File: config.mk
export PLATFORM = sky130hd
export DESIGN_NAME = npc_unit
export DESIGN_NICKNAME = d
export VERILOG_FILES = /design/src/rtl/npc_pkg.sv /design/src/rtl/npc_decode.sv /design/src/rtl/npc_target.sv /design/src/rtl/npc_select.sv /design/src/rtl/npc_unit.sv
export SDC_FILE = /design/constraint.sdc
export NUM_CORES = 1
export LEC_CHECK = 0
export BUFFER_PORTS_ARGS = -buffer_cell sky130_fd_sc_hd__buf_2
export CAP_MARGIN = 20
export CELL_PAD_IN_SITES_DETAIL_PLACEMENT = 1
export CELL_PAD_IN_SITES_GLOBAL_PLACEMENT = 2
export CORE_MARGIN = 4
export CORE_UTILIZATION = 29
export DETAILED_ROUTE_END_ITERATION = 10
export PLACE_DENSITY = 0.95
export SYNTH_ARGS = -nofsm -noshare
export SYNTH_HDL_FRONTEND = slang
export SYNTH_SLANG_ARGS = --single-unit
File: constraint.sdc
create_clock -name clk -period 5.6 [get_ports clk]
set_input_delay 0.56 -clock clk [delete_from_list [all_inputs] [get_ports clk]]
set_output_delay 0.56 -clock clk [all_outputs]
set_load 0.01 [all_outputs]
File: src/rtl/npc_pkg.sv
package npc_pkg;

    localparam int XLEN     = 32;
    localparam int OPC_W    = 6;
    localparam int FN_W     = 6;
    localparam int IMM_W    = 16;
    localparam int IDX_W    = 26;
    localparam int REG_W    = 5;
    localparam int OPC_LSB  = XLEN - OPC_W;
    localparam int NIB_W    = XLEN - IDX_W - 2;
    localparam int INSN_BYTES = 4;

    localparam logic [OPC_W-1:0] OPC_SPECIAL = 6'h00;
    localparam logic [OPC_W-1:0] OPC_JMP     = 6'h02;
    localparam logic [OPC_W-1:0] OPC_JAL     = 6'h03;
    localparam logic [OPC_W-1:0] OPC_BEQ     = 6'h04;
    localparam logic [OPC_W-1:0] OPC_BNE     = 6'h05;
    localparam logic [FN_W-1:0]  FN_JREG     = 6'h08;
    localparam logic [REG_W-1:0] LINK_REG    = 5'd31;

    typedef enum logic [2:0] {
        FLOW_SEQ,
        FLOW_BEQ,
        FLOW_BNE,
        FLOW_JMP,
        FLOW_JAL,
        FLOW_JREG
    } flow_e;

    typedef struct packed {
        flow_e             kind;
        logic [IMM_W-1:0]  imm;
        logic [IDX_W-1:0]  idx;
    } dec_t;

    typedef struct packed {
        logic [XLEN-1:0] seq;
        logic [XLEN-1:0] skip;
        logic [XLEN-1:0] branch;
        logic [XLEN-1:0] jump;
    } tgt_t;

    function automatic logic [XLEN-1:0] branch_disp(input logic [IMM_W-1:0] imm);
        return {{(XLEN-IMM_W-2){imm[IMM_W-1]}}, imm, 2'b00};
    endfunction

    function automatic logic [XLEN-1:0] splice_target(input logic [XLEN-1:0] base,
                                                      input logic [IDX_W-1:0] idx);
        return {base[XLEN-1 -: NIB_W], idx, 2'b00};
    endfunction

endpackage

File: src/rtl/npc_decode.sv
module npc_decode
    import npc_pkg::*;
(
    input  logic [XLEN-1:0] instr,
    output dec_t            dec
);
    logic [OPC_W-1:0] opc;
    logic [FN_W-1:0]  fn;

    assign opc = instr[XLEN-1 -: OPC_W];
    assign fn  = instr[FN_W-1:0];

    always_comb begin
        dec.imm  = instr[IMM_W-1:0];
        dec.idx  = instr[IDX_W-1:0];
        dec.kind = FLOW_SEQ;
        unique case (opc)
            OPC_BEQ:     dec.kind = FLOW_BEQ;
            OPC_BNE:     dec.kind = FLOW_BNE;
            OPC_JMP:     dec.kind = FLOW_JMP;
            OPC_JAL:     dec.kind = FLOW_JAL;
            OPC_SPECIAL: dec.kind = (fn == FN_JREG) ? FLOW_JREG : FLOW_SEQ;
            default:     dec.kind = FLOW_SEQ;
        endcase
    end
endmodule

File: src/rtl/npc_target.sv
module npc_target
    import npc_pkg::*;
(
    input  logic [XLEN-1:0] pc,
    input  dec_t            dec,
    output tgt_t            tgt
);
    always_comb begin
        tgt.seq    = pc + XLEN'(INSN_BYTES);
        tgt.skip   = pc + XLEN'(2 * INSN_BYTES);
        tgt.branch = tgt.seq + branch_disp(dec.imm);
        tgt.jump   = splice_target(tgt.seq, dec.idx);
    end
endmodule

File: src/rtl/npc_select.sv
module npc_select
    import npc_pkg::*;
(
    input  dec_t            dec,
    input  tgt_t            tgt,
    input  logic [XLEN-1:0] rs_val,
    input  logic [XLEN-1:0] rt_val,
    output logic [XLEN-1:0] next_pc,
    output logic            taken,
    output logic            link_we,
    output logic            addr_err
);
    logic same;

    assign same = (rs_val == rt_val);

    always_comb begin
        next_pc  = tgt.seq;
        taken    = 1'b0;
        link_we  = 1'b0;
        addr_err = 1'b0;
        unique case (dec.kind)
            FLOW_BEQ: if (same) begin
                next_pc = tgt.branch;
                taken   = 1'b1;
            end
            FLOW_BNE: if (!same) begin
                next_pc = tgt.branch;
                taken   = 1'b1;
            end
            FLOW_JMP: begin
                next_pc = tgt.jump;
                taken   = 1'b1;
            end
            FLOW_JAL: begin
                next_pc = tgt.jump;
                taken   = 1'b1;
                link_we = 1'b1;
            end
            FLOW_JREG: begin
                next_pc  = rs_val;
                taken    = 1'b1;
                addr_err = |rs_val[1:0];
            end
            default: ;
        endcase
    end
endmodule

File: src/rtl/npc_unit.sv
module npc_unit
    import npc_pkg::*;
#(
    parameter logic [31:0] RESET_PC = 32'h0040_0000
)(
    input  logic        clk,
    input  logic        rst,
    input  logic        adv_en,
    input  logic [31:0] instr,
    input  logic [31:0] rs_val,
    input  logic [31:0] rt_val,
    output logic [31:0] pc_q,
    output logic [31:0] next_pc,
    output logic        taken,
    output logic        link_we,
    output logic [4:0]  link_addr,
    output logic [31:0] link_data,
    output logic        addr_err
);
    dec_t dec;
    tgt_t tgt;

    npc_decode u_dec (
        .instr (instr),
        .dec   (dec)
    );

    npc_target u_tgt (
        .pc  (pc_q),
        .dec (dec),
        .tgt (tgt)
    );

    npc_select u_sel (
        .dec      (dec),
        .tgt      (tgt),
        .rs_val   (rs_val),
        .rt_val   (rt_val),
        .next_pc  (next_pc),
        .taken    (taken),
        .link_we  (link_we),
        .addr_err (addr_err)
    );

    assign link_addr = LINK_REG;
    assign link_data = tgt.skip;

    always_ff @(posedge clk) begin
        if (rst)
            pc_q <= RESET_PC;
        else if (adv_en)
            pc_q <= next_pc;
    end
endmodule

# == After elaboration in Yosys (flattened, before gate mapping) ==
# Cells that the tools add are included.
# totals
register_bits,32
elab_cells,29
inputBits,99
# classes
n_eq_ne,11
reduce_logical,4
muxes,10
n_addsub,3
# op_table
operator,count
$pmux 32 s4,1
$mux 32,2
$add 32x3->32 const B,1
$add 32x32->32,1
$add 32x4->32 const B,1
$eq 32x32->1,1
$pmux 3 s5,1
$eq 6x2->1 const B,2
$eq 6x3->1 const B,2
$eq 3x2->1 const B,2
$eq 3x3->1 const B,2
$eq 6x4->1 const B,1
$logic_not 6->1,1
$mux 1,4
$reduce_or 2->1,2
$eq 3x1->1 const B,1
$mux 3,1
$pmux 1 s3,1
$reduce_or 3->1,1

# == Depth between registers and ports, before layout ==
# Gate-level depths: netlist (run 1).
# logic_depth
depth_word,6
mapped_depth,17
depth_no_buf,16

# == Modules after synthesis ==
# Synthesis (run 1) repeated with hierarchy kept, for this count alone.
# hier_totals
cells_unflattened,1167
area_unflattened_um2,8323.0
# by_module_without_submodules
module,seq_area_each_um2,cells_each,area_each_um2,n_inst
npc_select,0.0,601,3802.4,1
npc_target,0.0,404,2910.3,1
npc_unit,640.6,109,1207.4,1
npc_decode,0.0,53,402.9,1

# == Worst setup path after synthesis (run 1) ==
# No wires, ideal clock.
# synth_path
kind,register -> output
start,register pc_q[4]
end,output next_pc[31]
path_stages_with_launch,18
slack_ns,1.578
n_path_buf,1
required_ns,5.040
t_arrival_ns,3.462
path_cell_list,dfxtp_1 ha_1 inv_1 nor3_2 nand2b_2 nor3_2 nand3_1 xnor2_1 ha_1 clkbuf_1 nand4_1 nor2_1 nand2_1 a31oi_1 a41oi_4 xnor2_1 a222oi_1 inv_1
# synth_between
elab_chain_len,4
elab_cells_between_ends,5
cone_classes,add/sub (2); mux (3)
# synth_rtl
item,line_no,text
start: declaration,npc_unit.sv:12,"output logic [31:0] pc_q,"
start signal: assignment,npc_unit.sv:52,pc_q <= next_pc;
$add 32x3->32 (*),npc_target.sv:9,tgt.seq = pc + XLEN'(INSN_BYTES);
$add 32x32->32,npc_target.sv:11,tgt.branch = tgt.seq + branch_disp(dec.imm);
$mux 32 (on tied branches),"npc_select.sv:27, npc_select.sv:23",
$pmux 32 s4 (*),npc_select.sv:22,unique case (dec.kind)
end: declaration,npc_unit.sv:13,"output logic [31:0] next_pc,"
# Every way passes the cells marked *; elsewhere a longest branch is shown, timed or not.

# == Worst setup path in the final report (run 1) ==
# layout_path
start,register pc_q[2]
end,output next_pc[31]
# The elaborated chain is that of the path after synthesis.

==> results.py, run 1 <==
metrics = {
    "place": {
        "routabilityCongestion": 0.9538,
        "post_dp_cell_area_mm2": 0.006128,
        "post-dp-hpwl_um": 19650,
        "placement.setup.worst_slack_ps": 756.3,
        "buffer_ports.inserted": 197,
    },
    "clock_tree": {
        "root_buffer": "clkbuf_16",
        "cts_setup_buffers": 0,
        "cts-buffers-inserted": 5,
        "clock_latency_ps": 280,
        "clock_sink_count": 32,
        "cts.repair.resized": 0,
        "clkTransAtPathRegs_ps": 50,
        "tritoncts_clock_tree": "built",
        "cts.htree.levels": 2,
        "cts_hold_repair.buffers": 0,
        "cts-root-to-sink-buffers": 2,
    },
    "global_route": {
        "gr-usage-met3_pct": 2.795,
        "gr-total-overflow": 0,
        "grt_first_pass_wirelength_um": 35890,
        "antenna_found_initial": 1,
        "grt_use_met1_pct": 32.35,
        "pin_count_of_the_biggest_net_entering_global_routing": 53,
        "gr-usage-met2_pct": 35.60,
        "top_usage_layer": "met2",
        "vias_in_the_first_global_route": 6000,
        "grt.total_usage_pct": 22.99,
    },
    "sta": {
        "final_critical_path_setup_slack_ps": 366.6,
        "finalHoldViolations": 0,
        "finalSetupTns_ps": 0,
        "timing_max_transition_violations_final": 0,
        "grt_setup_unrepaired": "no",
        "fin_skew_ps": 3.773,
        "setup-violations-final": 0,
        "timing.slew.headroom_pct": 34.36,
        "timing.fmax_mhz": 191.1,
        "period_minus_slack_ps": 5233,
        "tightest_slew_ps": 984.6,
        "period_share_pct": 93.45,
    },
    "hold_path": {
        "worstHoldPathCells": 2,
        "worst_hold_path_type": "reg2reg",
    },
    "logic_synthesis": {
        "synthFlopType": "dfxtp_1",
        "yosysUniqueCellTypes": 70,
        "syn_inst": 687,
        "ffs_latches_synth": 32,
        "synth_sequential_area_ratio_pct": 12.70,
        "async_reset_ff_share_pct": 0,
        "ys_warn_count": 0,
        "netlist_top_cells_area": "dfxtp_1 13%, xnor2_1 13%, ha_1 9.2%, nand2_1 6.5%, xor2_1 6.3%",
        "synth_enable_flop_cells": 0,
        "yosysTopAreaCellShare_pct": 12.70,
        "synth_top_area_cell": "dfxtp_1",
        "mappedNetlistArea_mm2": 0.005045,
        "synth.avg_cell_area_um2": 7.343,
    },
    "worst_setup_path": {
        "worst-path-max-fanout": 11,
        "critical_setup_path_class": "reg2out",
        "critical_path.startpoint_type": "flop",
        "worst-r2r-cell-count": 15,
        "worst-endpoint-arrival_ps": 4670,
        "worstPathRequired_ps": 5040,
        "timing.critical_path.to_type": "output port",
    },
    "power": {
        "power_report.internal_total_uw": 610.1,
        "power.clock.fraction_pct": 27.1,
        "power_leakage_uw": 0.003053,
        "seq_power_share_pct": 26.9,
        "power_uw": 1038,
        "switching_power_uw": 428.0,
        "worst_ir_drop_vdd_v": 0.00009824,
        "comb_power_share_pct": 46.0,
        "p_per_area_mw_per_mm2": 165.3,
        "switching_share_of_total_power_pct": 41.23,
    },
    "die": {
        "placement_rows": 47,
        "core_area_mm2": 0.01682,
        "floorplan.die.width_um": 139.9,
        "pin_count": 203,
        "die_h_um": 139.9,
        "die_outline_area_mm2": 0.01957,
        "start_util_pct": 30.00,
    },
    "route": {
        "postRouteWirelength_um": 23740,
        "routedWlPerCell_um": 22.04,
        "via_count": 6144,
        "detail_route.vias_per_cell": 5.705,
        "drt_first_pass_iters": 7,
        "detail-route-antenna-nets": 0,
        "detailedRoute.firstIterationViolations": 571,
        "drc": 0,
    },
    "layout": {
        "syn2layout_area_growth_pct": 24.48,
        "final_layout_size_suffix_gt1_share_pct": 27.57,
        "postLayoutCellArea_mm2": 0.006280,
        "largest_register": "pc_q",
        "largest_reg_flops": 32,
        "final_net_count": 992,
        "top_regs": "pc_q x32",
    },
    "flow_run": {
        "max_cap_viol_count": 0,
    },
    "run_status": {
        "outcome": "finished, final reports clean",
    },
}
power by group through the flow:
stage	Combinational [uW]	Sequential, uW	Clock, uW
2_1_floorplan	297	269	0
3_3_place_gp	466	282	0
3_5_place_dp	467	283	0
4_1_cts	471	278	282
5_1_grt	517	282	292
6_report	477	279	281
final timing paths:
check / from / slack, ps / end
max reg2reg: pc_q[2]$_SDFFE_PP0P_ / 1120 / pc_q[31]$_SDFFE_PP0P_
max: pc_q[2]$_SDFFE_PP0P_ / 370 / next_pc[31]
min: pc_q[1]$_SDFFE_PP0P_ / 510 / pc_q[1]$_SDFFE_PP0P_
min reg2reg: pc_q[1]$_SDFFE_PP0P_ / 510 / pc_q[1]$_SDFFE_PP0P_
cell families (layout without fill, tap and decap cells):
family,count (synthesis),in the layout,synth area share [%]
simple gates,261,261,25.84
compound gates,174,174,25.45
xor+xnor,110,110,19.25
buf+inv,68,233,6.423
fa+ha+maj,38,38,9.573
flops,32,32,12.70
mux,3,3,0.6944
other cells,1,6,0.07433
metrics by stage:
stage          hold WS [ps]  util (%)  cells
6_report              513.9     37.34   1077
3_5_place_dp          508.0     36.44   1068
3_3_place_gp          489.6     36.44   1068
4_1_cts               515.6     37.32   1076
5_1_grt               552.3     37.34   1077
2_1_floorplan         514.9         -    691
cell usage in the layout (no fill, tap or decap), types with 18 or more instances in the layout:
master,Yosys,final
xnor2_1,73,73
dfxtp_1,32,32
nand2_1,87,87
buf_2,15,197
o21ai_0,18,18
a222oi_1,18,18
nand4_1,19,19
nor2_1,69,69
inv_1,19,19
a21oi_1,27,27
a311oi_1,21,21
nand3_1,26,26
ha_1,37,37
xor2_1,36,36
synth_stat cells, drive strengths merged, types with 12 or more instances:
cell type / n
nand2: 87
xnor2: 74
nor2: 69
ha: 37
xor2: 36
dfxtp: 32
o21ai: 31
buf: 29
nand3: 28
a21oi: 27
nand4: 22
a311oi: 21
inv: 21
a222oi: 18
clkbuf: 18
a21o: 14
a22oi: 14
nor3: 12
worst max-delay path, cell delays in order (launching register included):
cell and delay, ps:
dfxtp_1 580, ha_1 280, nand3_1 160, nor4_2 280
buf_4 170, and4_1 340, nand4_1 150, xnor2_1 350
ha_1 370, a21o_1 200, a211oi_1 320, a31oi_1 170
a41oi_4 220, xnor2_1 100, a222oi_1 470, inv_1 70
buf_2 160
metal layers:
layer  wire length (um)  up-vias  share of wire (%)
met2              10450      259                 44
met4                971        0                4.1
li1                   -     2844                  -
met1              10570     3004                 45
met3               1746       37                7.4
met5                  0        -                  0
layout make-up:
type                    count  area [um2]
fillers                  2215       10540
flip-flops and latches     32       640.6
well taps                 220       275.3
diodes                      1       2.502
repair buffers            204        1039
multi-input cells         591        4095
clock buffers               6       138.9
clock inverters             2       10.01
inverters                  21       78.83
(Power assumes the default switching activity.)
==> inputs of run 2 (changes only) <==
--- a/config.mk
+++ b/config.mk
@@ -10,9 +10,9 @@
 export CELL_PAD_IN_SITES_DETAIL_PLACEMENT = 1
 export CELL_PAD_IN_SITES_GLOBAL_PLACEMENT = 2
 export CORE_MARGIN = 4
-export CORE_UTILIZATION = 29
+export CORE_UTILIZATION = 27
 export DETAILED_ROUTE_END_ITERATION = 10
-export PLACE_DENSITY = 0.95
+export PLACE_DENSITY = 0.92
 export SYNTH_ARGS = -nofsm -noshare
 export SYNTH_HDL_FRONTEND = slang
 export SYNTH_SLANG_ARGS = --single-unit
==> constraint.sdc (replaced) <==
create_clock -name clk -period 4.95 [get_ports clk]
set_input_delay 0.495 -clock clk [delete_from_list [all_inputs] [get_ports clk]]
set_output_delay 0.495 -clock clk [all_outputs]
set_load 0.01 [all_outputs]
==> run 2 against run 1 <==
Against the previous run:
- largest power group unchanged
- wire length up 0.53%
- combinational power grew 18%
- worst setup slack got worse by 200 ps
- worst hold slack improved by 26 ps
- clock-buffer cell count shrank 1
- critical endpoint unchanged
- non-clock buffer count rose by 10
- highest routed layer unchanged
- critical path depth is 1 higher
- largest cell class unchanged
- register-to-register slack worse by 230 ps
- clock skew up 3.7 ps
- sequential share of layout area decreased by 0.29 points
- final cell count rose by 1.7%
- via count down 0.94%
==> results.py, run 2 (same netlist as run 1, synthesis figures left out) <==
metrics = {
    "run_status": {
        "outcome": "finished, final reports clean",
    },
    "worst_setup_path": {
        "worstPathRequired_ps": 4450,
        "worst-endpoint-arrival_ps": 4290,
        "critical_setup_path_class": "reg2out",
        "worst_path_largest_cell_delay_ps": 430,
        "slowest_cp_cell": "dfxtp_1",
        "timing.critical_path.cells": "ha_1 -> nand3_1 -> nor4_2 -> and4_2 -> nand3_1 -> xnor2_1 -> ha_1 -> a21o_1 -> a31o_2 -> nand2_1 -> a31oi_1 -> a41oi_4 -> xnor2_1 -> a222oi_1 -> buf_4 -> inv_1 -> buf_2",
        "timing.critical_path.to_type": "output port",
        "worst-path-max-fanout": 8,
        "critical_path.startpoint_type": "flop",
    },
    "route": {
        "routedWlPerCell_um": 21.79,
        "detail-route-antenna-nets": 0,
        "postRouteWirelength_um": 23860,
        "detailedRoute.firstIterationViolations": 446,
        "via_count": 6086,
        "drt_first_pass_iters": 7,
        "detail_route.vias_per_cell": 5.558,
        "drc": 0,
    },
    "power": {
        "p_per_area_mw_per_mm2": 190.6,
        "power_report.internal_total_uw": 739.3,
        "power.clock.fraction_pct": 29.7,
        "power_leakage_uw": 0.003152,
        "worst_ir_drop_vdd_v": 0.0001156,
        "switching_power_uw": 493.2,
        "seq_power_share_pct": 24.8,
        "comb_power_share_pct": 45.6,
        "switching_share_of_total_power_pct": 40.02,
    },
    "clock_tree": {
        "clkTransAtPathRegs_ps": 60,
        "cts-buffers-inserted": 5,
        "cts_hold_repair.buffers": 0,
        "tritoncts_clock_tree": "built",
        "cts-root-to-sink-buffers": 2,
        "clock_sink_count": 32,
        "root_buffer": "clkbuf_16",
        "clock_latency_ps": 290,
        "cts.htree.levels": 2,
    },
    "sta": {
        "finalSetupTns_ps": 0,
        "final.hold.worst_slack_ps": 540.3,
        "period_minus_slack_ps": 4785,
        "setup-violations-final": 0,
        "timing.slew.headroom_pct": 33.57,
        "tightest_slew_ps": 996.5,
        "finalHoldViolations": 0,
        "timing_max_transition_violations_final": 0,
        "period_share_pct": 96.67,
        "timing.fmax_mhz": 209.0,
        "fin_skew_ps": 7.487,
    },
    "layout": {
        "syn2layout_area_growth_pct": 28.17,
        "final_net_count": 1002,
        "final_layout_size_suffix_gt1_share_pct": 30.02,
        "largest_reg_flops": 32,
        "layout.cells.most_common_list": "197 x buf_2, 87 x nand2_1, 70 x xnor2_1",
        "layout.cells.most_common": "buf_2",
        "antenna_cells": 0,
        "largest_register": "pc_q",
        "top_regs": "pc_q x32",
    },
    "global_route": {
        "grt_first_pass_wirelength_um": 35650,
        "gr-total-overflow": 0,
        "vias_in_the_first_global_route": 5914,
        "antenna_found_initial": 0,
        "pin_count_of_the_biggest_net_entering_global_routing": 53,
        "grt.total_usage_pct": 22.07,
    },
    "flow_run": {
        "max_cap_viol_count": 0,
    },
    "die": {
        "die_h_um": 144.7,
        "placement_rows": 49,
        "die_outline_area_mm2": 0.02094,
        "pin_count": 203,
        "core_area_mm2": 0.01815,
        "floorplan.die.width_um": 144.7,
        "start_util_pct": 27.80,
    },
    "place": {
        "post-dp-hpwl_um": 19860,
        "routabilityCongestion": 0.8890,
        "buffer_ports.inserted": 197,
    },
    "hold_path": {
        "worst_hold_path_type": "reg2reg",
    },
}
==> run 2: cell count changes in the layout (fill, tap and decap cells not counted), moves of 2 or more <==
cell / before / now
xnor2_1: 73 / 70
xnor2_2: 1 / 4
ha_1: 37 / 35
ha_2: 0 / 2
buf_4: 7 / 17
==> run 2: routing by layer <==
| layer | up-vias | global-route usage [%] | part of all wire [%] |
|---|---|---|---|
| met5 | - | 0 | 0 |
| met4 | 0 | 9.180 | 3.8 |
| met3 | 31 | 3.155 | 7.6 |
| met2 | 235 | 34.67 | 45 |
| met1 | 2963 | 30.30 | 43 |
| li1 | 2857 | - | - |
==> run 2: repair_timing <==
item,in CTS,in global routing
gates resized for setup,0,17
buffers inserted,0,3
endpoints found under the setup margin,0,12
==> run 2: through the flow <==
| step | utilization, % | total power, uW | instances | setup WS, ps | cell area, um2 |
|---|---|---|---|---|---|
| after detailed placement | 34.12 | 855.3 | 1084 | 360.3 | 6192 |
| after floorplan | - | 641.1 | 691 | 993.2 | 5060 |
| final | 35.63 | 1233 | 1095 | 164.8 | 6466 |
| after global routing | 35.63 | 1298 | 1095 | -80.19 | 6466 |
| after CTS | 35.05 | 1219 | 1092 | 7.491 | 6360 |
| after global placement | 34.12 | 849.2 | 1084 | 490.1 | 6192 |
==> run 2: layout make-up <==
cell class | instances | area (um2)
inverters | 21 | 78.83
flip-flops and latches | 32 | 640.6
clock buffers | 5 | 125.1
repair buffers | 214 | 1114
multi-input cells | 591 | 4179
clock inverters | 3 | 42.54
well taps | 229 | 286.5
fillers | 2328 | 11680
==> run 2: power by group through the flow <==
| stage | clock (uW) | sequential [uW] | combinational (uW) |
|---|---|---|---|
| after floorplan | 0 | 305 | 336 |
| after global placement | 0 | 308 | 541 |
| after global routing | 375 | 309 | 613 |
| after detailed placement | 0 | 309 | 546 |
| after CTS | 366 | 304 | 549 |
| final | 365 | 306 | 561 |
==> run 2: final timing paths <==
check / endpoint / cells past startpoint / start / slack, ps
max reg2reg: pc_q[31]$_SDFFE_PP0P_ / 16 / pc_q[3]$_SDFFE_PP0P_ / 890
min reg2reg: pc_q[0]$_SDFFE_PP0P_ / 2 / pc_q[0]$_SDFFE_PP0P_ / 540
max: next_pc[31] / 17 / pc_q[3]$_SDFFE_PP0P_ / 160
min: pc_q[0]$_SDFFE_PP0P_ / 2 / pc_q[0]$_SDFFE_PP0P_ / 540
==> run 2: critical path, delay by kind of cell, from the launching register on <==
family / cells / cell delay (ps)
AOI/OAI and AO/OA: 5 / 1060
DFF: 1 / 430
and+or+nand+nor: 5 / 1160
adders and majority gates: 2 / 620
xor gates and xnor gates: 2 / 360
buffers and inverters: 3 / 360
==> inputs of run 3 (changes only) <==
--- a/config.mk
+++ b/config.mk
@@ -5,14 +5,16 @@
 export SDC_FILE = /design/constraint.sdc
 export NUM_CORES = 1
 export LEC_CHECK = 0
+export ABC_AREA = 1
 export BUFFER_PORTS_ARGS = -buffer_cell sky130_fd_sc_hd__buf_2
 export CAP_MARGIN = 20
 export CELL_PAD_IN_SITES_DETAIL_PLACEMENT = 1
 export CELL_PAD_IN_SITES_GLOBAL_PLACEMENT = 2
 export CORE_MARGIN = 4
-export CORE_UTILIZATION = 27
+export CORE_UTILIZATION = 26
 export DETAILED_ROUTE_END_ITERATION = 10
-export PLACE_DENSITY = 0.92
+export GPL_TIMING_DRIVEN = 0
+export PLACE_DENSITY = 0.93
 export SYNTH_ARGS = -nofsm -noshare
 export SYNTH_HDL_FRONTEND = slang
 export SYNTH_SLANG_ARGS = --single-unit
==> run 3 against run 2 <==
Against the previous run:
- flip-flop and latch count did not move
- largest power group unchanged
- die area rose by 30%
- largest cell class unchanged
- register-to-register slack improved by 120 ps
- sequential share of layout area fell by 1.8 points
- first-iteration DRC count rose by 13%
- sequential power rose by 3%
- final cell count rose by 55%
- highest routed layer is now met5
- critical path type unchanged
- non-clock buffer count rose by 14
- power rose by 7.1%
==> results.py, run 3 <==
metrics = {
    "run_status": {
        "outcome": "finished, final reports clean",
    },
    "logic_synthesis": {
        "synth.most_common_cell": "nand2_1",
        "netlist_top_cells_area": "nand2_1 21%, inv_1 11%, dfxtp_1 10%, nor2_1 7.3%, nand3_1 7.3%",
        "synth_enable_flop_cells": 0,
        "async_reset_ff_share_pct": 0,
        "synth.avg_cell_area_um2": 5.500,
        "syn_inst": 1163,
        "mappedNetlistArea_mm2": 0.006396,
        "yosysUniqueCellTypes": 43,
        "synth_sequential_area_ratio_pct": 10.02,
        "yosysTopAreaCellShare_pct": 20.72,
        "ffs_latches_synth": 32,
        "synthFlopType": "dfxtp_1",
        "ys_top_cells_by_count": "353 x nand2_1, 188 x inv_1, 125 x nor2_1",
        "synth_top_area_cell": "nand2_1",
        "ys_warn_count": 0,
    },
    "worst_setup_path": {
        "setup.reg_to_reg.worst_slack_ps": 1010,
        "timing.critical_path.cells": "nand2_2 -> nor2_4 -> nand4_1 -> nor2_2 -> xor2_1 -> ha_1 -> nand2_1 -> inv_1 -> a21oi_1 -> nor2_1 -> o21ai_0 -> nand3_1 -> nand2_1 -> nand3_1 -> nand3_1 -> buf_2",
        "critical_path.startpoint_type": "flop",
        "worst-endpoint-arrival_ps": 4140,
        "worst_path_largest_cell_delay_ps": 610,
        "slowest_cp_cell": "dfxtp_1",
        "worstPathRequired_ps": 4450,
        "timing.critical_path.to_type": "output port",
        "cp_top_family": "simple AND/OR/NAND/NOR gates",
        "timing.critical_path.buf_inv": 2,
        "critical_setup_path_class": "reg2out",
        "worst-path-max-fanout": 6,
        "timing.critical_path.mode_cell": "nand3_1",
    },
    "sta": {
        "finalHoldViolations": 0,
        "setup-violations-final": 0,
        "tightest_slew_ps": 872.6,
        "final.hold.worst_slack_ps": 596.7,
        "fin_skew_ps": 8.711,
        "timing_max_transition_violations_final": 0,
        "period_share_pct": 93.56,
        "period_minus_slack_ps": 4631,
        "timing.fmax_mhz": 215.9,
        "finalSetupTns_ps": 0,
        "timing.slew.headroom_pct": 41.83,
        "grt_setup_unrepaired": "no",
    },
    "global_route": {
        "grt.total_usage_pct": 22.40,
        "grt_first_pass_wirelength_um": 46530,
        "pin_count_of_the_biggest_net_entering_global_routing": 23,
        "vias_in_the_first_global_route": 8265,
        "antenna_found_initial": 1,
        "gr-total-overflow": 0,
    },
    "die": {
        "placement_rows": 57,
        "die_outline_area_mm2": 0.02717,
        "start_util_pct": 26.38,
        "core_area_mm2": 0.02425,
        "pin_count": 203,
        "floorplan.die.width_um": 164.8,
        "die_h_um": 164.8,
    },
    "power": {
        "power_leakage_uw": 0.004538,
        "p_per_area_mw_per_mm2": 166.3,
        "worst_ir_drop_vdd_v": 0.0001115,
    },
    "clock_tree": {
        "cts_hold_repair.buffers": 0,
        "tritoncts_clock_tree": "built",
        "cts-buffers-inserted": 5,
        "cts-root-to-sink-buffers": 2,
        "cts.htree.levels": 2,
        "clkTransAtPathRegs_ps": 60,
        "clock_latency_ps": 290,
        "cts.repair.resized": 0,
        "clock_sink_count": 32,
        "cts_setup_buffers": 0,
        "root_buffer": "clkbuf_16",
    },
    "layout": {
        "syn2layout_area_growth_pct": 24.16,
        "top_regs": "pc_q x32",
        "layout.cells.most_common_list": "353 x nand2_1, 200 x buf_2, 188 x inv_1",
        "largest_register": "pc_q",
        "largest_reg_flops": 32,
        "layout.cells.most_common": "nand2_1",
        "final_net_count": 1507,
        "antenna_cells": 0,
        "final_layout_size_suffix_gt1_share_pct": 21.23,
    },
    "place": {
        "post-dp-hpwl_um": 27250,
        "buffer_ports.inserted": 196,
        "routabilityCongestion": 0.9670,
    },
    "route": {
        "postRouteWirelength_um": 31540,
        "detailedRoute.firstIterationViolations": 506,
        "detail_route.vias_per_cell": 4.897,
        "routedWlPerCell_um": 18.61,
        "via_count": 8301,
        "drt_first_pass_iters": 5,
        "drc": 0,
        "detail-route-antenna-nets": 0,
    },
    "hold_path": {
        "worst_hold_path_type": "in2reg",
    },
    "flow_run": {
        "max_cap_viol_count": 0,
    },
}
## run 3: changes by cell type after synthesis, moves of 13 or more
cell,change
nand2_1,+266
nand3_1,+67
inv_1,+169
o21ai_1,-13
a21o_1,-13
a21oi_1,+20
nand4_1,+19
a222oi_1,-18
nand3_2,+14
a311oi_1,-21
xnor2_1,-51
nor2_1,+56
## run 3: metrics by stage
stage	util [%]	instances	instance area, um2	total power, uW	worst slack (ps)
3_3_place_gp	32.16	1687	7797	988.6	731.5
3_5_place_dp	32.16	1687	7797	1003	703.5
6_report	32.75	1695	7941	1321	318.6
4_1_cts	32.75	1695	7941	1319	377.3
5_1_grt	32.75	1695	7941	1418	38.50
2_1_floorplan	-	1167	6411	727.2	1683
## run 3: worst paths after layout
| path | from | endpoint | cells after the start |
|---|---|---|---|
| min | instr[18] | pc_q[20]$_SDFFE_PP0P_ | 5 |
| min reg2reg | pc_q[28]$_SDFFE_PP0P_ | pc_q[28]$_SDFFE_PP0P_ | 2 |
| max | pc_q[8]$_SDFFE_PP0P_ | next_pc[28] | 16 |
| max reg2reg | pc_q[8]$_SDFFE_PP0P_ | pc_q[28]$_SDFFE_PP0P_ | 16 |
## run 3: worst reg2reg max path, stage by stage (launching register included)
cell	delay (ps)
dfxtp_1	610
nand2_2	210
nor2_4	200
nand4_1	130
nor2_2	250
xor2_1	460
ha_1	390
nand2_1	180
inv_1	60
a21oi_1	280
nor2_1	110
o21ai_0	270
nand4_1	140
nand3_1	220
nand3_1	150
nor2_1	120
nor2_1	50
## run 3: final cells by class
class	count	area [um2]
well taps	324	405.4
fillers	3408	16310
multi-input cells	904	4842
clock buffers	5	125.1
clock inverters	3	18.77
repair buffers	196	980.9
inverters	199	749.5
plain buffers	32	178.9
flip-flops and latches	32	640.6
## run 3: power by group
part / total (uW) / switching (uW) / internal, uW
registers: 315 / 38.6 / 276
clock network: 317 / 131 / 186
logic: 689 / 439 / 250
## run 3: kinds of logic (layout without fill, tap and decap cells)
kind of cell	Yosys count	in the layout	share of synthesized area, %
AND/OR/NAND/NOR	686	686	48.40
buffers and inverters	231	435	14.51
AO/OA/AOI/OAI	105	105	9.624
XOR/XNOR	69	69	9.683
adder cells (fa/ha/maj)	38	38	7.551
flip-flops	32	32	10.02
other	1	5	0.05863
multiplexers	1	1	0.1565
## run 3: routing by layer
| layer | global-route usage, % | up-vias | part of all wire (%) |
|---|---|---|---|
| met2 | 39.40 | 231 | 48 |
| met1 | 28.24 | 3947 | 43 |
| met5 | 0 | - | 0.041 |
| met4 | 7.902 | 2 | 3.7 |
| li1 | - | 4069 | - |
| met3 | 2.496 | 52 | 5.4 |
